===== config.mk =====
export PLATFORM = sky130hd
export DESIGN_NAME = npc_leg_deadtime
export DESIGN_NICKNAME = d
export VERILOG_FILES = /design/src/rtl/npc_leg_deadtime.sv
export SDC_FILE = /design/constraint.sdc
export NUM_CORES = 1
export LEC_CHECK = 0
export CORE_MARGIN = 4
export CORE_UTILIZATION = 50
export DETAILED_ROUTE_END_ITERATION = 16
export PLACE_DENSITY_LB_ADDON = 0.25
export SYNTH_ARGS = -nofsm -noshare
export SYNTH_HDL_FRONTEND = slang
export SYNTH_SLANG_ARGS = --single-unit

===== constraint.sdc =====
create_clock -name clk -period 3.4 [get_ports clk]
set_input_delay 0.51 -clock clk [delete_from_list [all_inputs] [get_ports clk]]
set_output_delay 0.51 -clock clk [all_outputs]
set_load 0.1 [all_outputs]

===== src/rtl/npc_leg_deadtime.sv =====
module npc_leg_deadtime #(
  parameter int CNT_W  = 8,
  parameter int DT_RST = 10
) (
  input  logic             clk,
  input  logic             rst_n,
  input  logic             en,
  input  logic             in_ok,
  input  logic             cmd_s1,
  input  logic             cmd_s2,
  input  logic [CNT_W-1:0] dead_cnt,
  output logic             gate_s1,
  output logic             gate_s2,
  output logic             gate_s3,
  output logic             gate_s4
);
  localparam logic [CNT_W-1:0] ONE = CNT_W'(1);

  logic [CNT_W-1:0] dt_q;
  logic             run, run_q;
  logic [1:0]       cmd_v, hi_q, lo_q;

  assign run   = en & in_ok;
  assign cmd_v = {cmd_s2, cmd_s1};

  always_ff @(posedge clk) begin
    if (!rst_n) begin
      dt_q  <= CNT_W'(DT_RST);
      run_q <= 1'b0;
    end else begin
      run_q <= run;
      if (!en) dt_q <= (dead_cnt == '0) ? ONE : dead_cnt;
    end
  end

  for (genvar p = 0; p < 2; p++) begin : g_pair
    logic             lvl_q;
    logic [CNT_W-1:0] cnt_q;

    always_ff @(posedge clk) begin
      if (!rst_n) begin
        lvl_q   <= 1'b0;
        cnt_q   <= '0;
        hi_q[p] <= 1'b0;
        lo_q[p] <= 1'b0;
      end else begin
        lvl_q <= cmd_v[p];
        if (!run) begin
          hi_q[p] <= 1'b0;
          lo_q[p] <= 1'b0;
        end else if (!run_q || cmd_v[p] != lvl_q) begin
          cnt_q   <= dt_q - ONE;
          hi_q[p] <= 1'b0;
          lo_q[p] <= 1'b0;
        end else if (cnt_q != '0) begin
          cnt_q   <= cnt_q - ONE;
          hi_q[p] <= 1'b0;
          lo_q[p] <= 1'b0;
        end else begin
          hi_q[p] <= lvl_q;
          lo_q[p] <= ~lvl_q;
        end
      end
    end
  end

  assign gate_s1 = hi_q[0];
  assign gate_s3 = lo_q[0];
  assign gate_s2 = hi_q[1];
  assign gate_s4 = lo_q[1];
endmodule


---- Word-level counts from Yosys, hierarchy flattened ----
Index checks and enable logic that the tools add are counted.
cells by class
  $add $sub $neg .......................... 3
  muxes and demuxes ....................... 5
  eq/ne operators ......................... 2
  bitwise gates (word level) .............. 5
  reductions and logical operators ........ 12
operators with widths
  kind                 number
  $mux 8               5
  $sub 8x1->8 const B  3
  $reduce_bool 8->1    2
  $logic_not 8->1      1
  $reduce_or 4->1      2
  $not 1->1            4
  $reduce_and 2->1     2
  $reduce_bool 2->1    2
  $logic_or 1x1->1     2
  $ne 1x1->1           2
  $and 1x1->1          1
  $logic_not 1->1      1
word-level totals
  register bits ........................... 31
  logic and storage cells ................. 37
  output and inout bits ................... 4
  input bits .............................. 14

---- Depth between registers and ports, before layout ----
  depth after elaboration ................. 4
  depth in mapped cells ................... 7
  mapped depth without buffers ............ 6

---- Least setup slack after synthesis ----
Ideal clock, no wire load.
  path type ............................... register to register
  from .................................... register g_pair[1].cnt_q[0]
  to ...................................... register g_pair[1].cnt_q[0]
  period minus slack after synthesis ...... 1753 ps
  setup time .............................. 119 ps
  setup slack ............................. 1647 ps
  data required time ...................... 3281 ps
  buffers on the path ..................... 0
  arrival time ............................ 1634 ps
  stages on the path, launching flop included .. 7
  cell sequence ........................... dfxtp_1 > inv_1 > ha_1 > or3b_1 > o41ai_4 > a21oi_1 > o221a_1
on the way
  longest elaborated chain between the ends .. 3
  elaborated cells between the ends (all ways) .. 6
  those cells by class .................... add/sub: 1; mux: 2; reduce/logical: 3
RTL lines
  element                                                  RTL line  text
  start: declaration                                       38        logic [CNT_W-1:0] cnt_q;
  start signal: assignment                                 52        cnt_q <= dt_q - ONE;
  start signal: assignment                                 56        cnt_q <= cnt_q - ONE;
  $sub 8x1->8 / $reduce_bool 8->1 (equally long branches)  56, 55
  $mux 8 / $reduce_bool 2->1 (equally long branches)       --
  $mux 8 / $reduce_and 2->1 (equally long branches)        --
Several ways; a longest one is shown, not always the timed one. The select of a mux whose other input is x is not followed.
A chain may end at the register's enable or synchronous reset.

---- Worst setup path after layout ----
  from .................................... register lo_q[1], in the netlist gate_s4
  to ...................................... output port gate_s4
RTL lines
  element                           RTL line  text
  start: declaration                21        logic [1:0] cmd_v, hi_q, lo_q;
  start signal: indexed assignment  61        lo_q[p] <= ~lvl_q;
  end: declaration                  15        output logic gate_s4
No word-level cell between the ends.

==> insert_results.sql <==
INSERT INTO impl_metrics (metric_group, metric, value, unit) VALUES
('clock_network', 'clkTransAtPathRegs', '0.10', 'ns'),
('routing', 'detailroute.via_count', '1688', ''),
('critical_path', 'worstSetupPathDepth', '1', ''),
('synth', 'share_of_the_yosys_chip_area_belonging_to_registers', '0.3430', ''),
('final_layout', 'final_net_count', '248', ''),
('critical_path', 'crit_path_start', 'gate_s4', ''),
('power', 'power.static_leakage', '0.7591', 'nW'),
('placed_design', 'gp_congestion', '0.8914', ''),
('power', 'power.total', '0.8297', 'mW'),
('sta', 'final.min_clock_period', '2.286', 'ns'),
('placed_design', 'hpwl', '3194', 'um'),
('sta', 'final_min_period_over_clock_period', '0.6724', ''),
('sta', 'max_freq', '437.4', 'MHz'),
('sta', 'finalWorstSetupSlack', '1.114', 'ns'),
('synth', 'synth_area', '1809', 'um^2'),
('critical_path', 'worst-setup-path-type', 'flip-flop to output pin', ''),
('floorplan', 'initial_utilization', '0.5297', ''),
('critical_path', 'critPathBufInv', '1', ''),
('routing', 'postRouteWirelength', '4291', 'um'),
('global_route', 'grt_max_degree', '14', ''),
('synth', 'post_synth_and_or_nand_nor_area_fraction', '0.2510', ''),
('critical_path', 'critical_path_slowest_stage_cell', 'clkdlybuf4s50_1', ''),
('critical_path', 'timing.critical_path.to_type', 'output pin', ''),
('clock_network', 'cts_tree', 'built', ''),
('critical_path', 'crit-reg2reg-capture', 'g_pair[0].cnt_q[1]', ''),
('synth', 'xor_xnor_cell_area_share_of_the_yosys_netlist', '0.02905', ''),
('critical_path', 'worst_path_dominant_cell_family', 'buffers and inverters', ''),
('synth', 'asyncSetResetFlopFracSynth', '0', ''),
('sta', 'timing.final.max_slew_violations', '0', ''),
('flow_run', 'drv_cap', '0', ''),
('synth', 'synthesis.nets', '229', ''),
('synth', 'synth_area_per_cell', '8.615', 'um^2'),
('routing', 'antenna_left', '0', ''),
('floorplan', 'die_outline_area', '4645', 'um^2'),
('synth', 'synth_cell_types', '54', ''),
('power', 'power_density', '397.1', 'nW/um^2'),
('routing', 'detail_route.drc_violations', '0', ''),
('synth', 'syn-instance-count', '210', ''),
('floorplan', 'fp-row-count', '21', ''),
('floorplan', 'die_h', '68.16', 'um'),
('clock_network', 'hold_buffers', '0', ''),
('synth', 'dominant_combinational_cell_family_by_area_after_synthesis', 'simple AND/OR/NAND/NOR gates', ''),
('clock_network', 'htreeDepth', '2', ''),
('critical_path', 'r2r_slack', '1.31', 'ns'),
('global_route', 'grt_overflow_total', '0', ''),
('routing', 'drt_iter0_markers', '110', ''),
('sta', 'timing.max_slew.rel_slack', '0.3562', ''),
('critical_path', 'r2r-start', 'g_pair[0].cnt_q[0]', ''),
('critical_path', 'setup.worst_path.end', 'gate_s4', ''),
('clock_network', 'worstSkewPairLatency', '0.33', 'ns'),
('global_route', 'grt_antenna_before_repair', '0', ''),
('critical_path', 'cell_chain_critical_path', 'clkdlybuf4s50_1', ''),
('global_route', 'gr-usage-all-layers', '0.2035', ''),
('synth', 'synthMuxAreaShare', '0.06708', ''),
('sta', 'finalClockSkew', '0.008252', 'ns'),
('outcome', 'status', 'finished, final reports clean', ''),
('worst_hold_path', 'min-delay-path-class', 'flip-flop to flip-flop', ''),
('critical_path', 'crit_path_max_fanout', '1', ''),
('final_layout', 'final-instance-count-excl-fill', '276', ''),
('final_layout', 'commonest_non_fill_non_tap_cell_in_the_layout', 'dfxtp_1', ''),
('final_layout', 'drive_gt1_frac', '0.1043', ''),
('routing', 'wl_per_cell', '15.55', 'um'),
('floorplan', 'die_x', '68.16', 'um'),
('synth', 'adder_cell_fraction_of_synth_area', '0.03458', ''),
('routing', 'drtPass1Iterations', '4', ''),
('worst_hold_path', 'min_delay_path_depth', '2', ''),
('final_layout', 'most-common-layout-cells', '31 x dfxtp_1, 21 x nand2_1, 17 x clkdlybuf4s50_1', ''),
('placed_design', 'cells_after_dpl', '268', ''),
('clock_network', 'clock_sink_count', '31', ''),
('sta', 'tightest_slew', '0.9627', 'ns'),
('power', 'irDropWorstVdd', '0.2117', 'mV');
[state kept, by name (all words and copies together), names as in the netlist]
signal,flops
run_q,1
g_pair.cnt_q,16
gate_s1,1
g_pair.lvl_q,2
gate_s3,1
gate_s4,1
gate_s2,1
dt_q,8
[Yosys cell counts (4+ instances only)]
cell	instances	area (um^2)
dfxtp_1	31	620.6
nand2_1	21	78.83
nor2_1	16	60.06
inv_1	13	48.80
a21oi_1	11	55.05
mux2i_1	11	110.1
nor3_1	9	45.04
o21ai_0	7	35.03
nand3_1	6	30.03
clkbuf_1	5	18.77
ha_1	5	62.56
o211ai_1	5	37.54
and2_1	4	25.02
nor3b_1	4	30.03
nor4_1	4	25.02
[area by class of cell]
| type | count | area (um^2) |
|---|---|---|
| inverter | 14 | 52.55 |
| timing repair buffer | 19 | 185.2 |
| sequential | 31 | 620.6 |
| clock buffer | 8 | 68.82 |
| fill | 307 | 1326 |
| multi-input combinational | 158 | 1105 |
| tap | 46 | 57.56 |
[per-stage QoR]
stage                     utilization  hold WS [ns]  area [um^2]
final                          0.6117        0.4848         2090
after global routing           0.6117        0.5033         2090
after CTS                      0.6117        0.4900         2090
after detailed placement       0.5916        0.4699         2021
after global placement         0.5916        0.4636         2021
after floorplan                     -        0.4418         1809
[power breakdown]
| group | internal (mW) | switching [mW] |
|---|---|---|
| Clock | 0.122 | 0.124 |
| Sequential | 0.380 | 0.0227 |
| Combinational | 0.0808 | 0.101 |
| Total | 0.582 | 0.247 |
[layer usage]
metal,vias up,share of wire,GRT usage
met3,14,0.079,0.04762
li1,822,-,-
met4,0,0.033,0.1166
met2,78,0.44,0.3201
met1,774,0.45,0.2530
met5,-,0,0
[worst min-delay path by stage]
stage / to / slack (ns) / start
after floorplan: gate_s3 / 0.44 / g_pair[0].lvl_q
after global placement: gate_s4 / 0.46 / g_pair[1].lvl_q
after detailed placement: gate_s1 / 0.47 / g_pair[0].lvl_q
after CTS: gate_s1 / 0.49 / g_pair[0].lvl_q
after global routing: gate_s3 / 0.50 / g_pair[0].lvl_q
final: gate_s1 / 0.48 / g_pair[0].lvl_q
[logic make-up after synthesis]
group | after synthesis
fa+ha+maj | 5
simple gates | 83
flops | 31
buf+inv | 21
mux | 12
compound gates | 52
xor+xnor | 6
(Power assumes the default switching activity.)
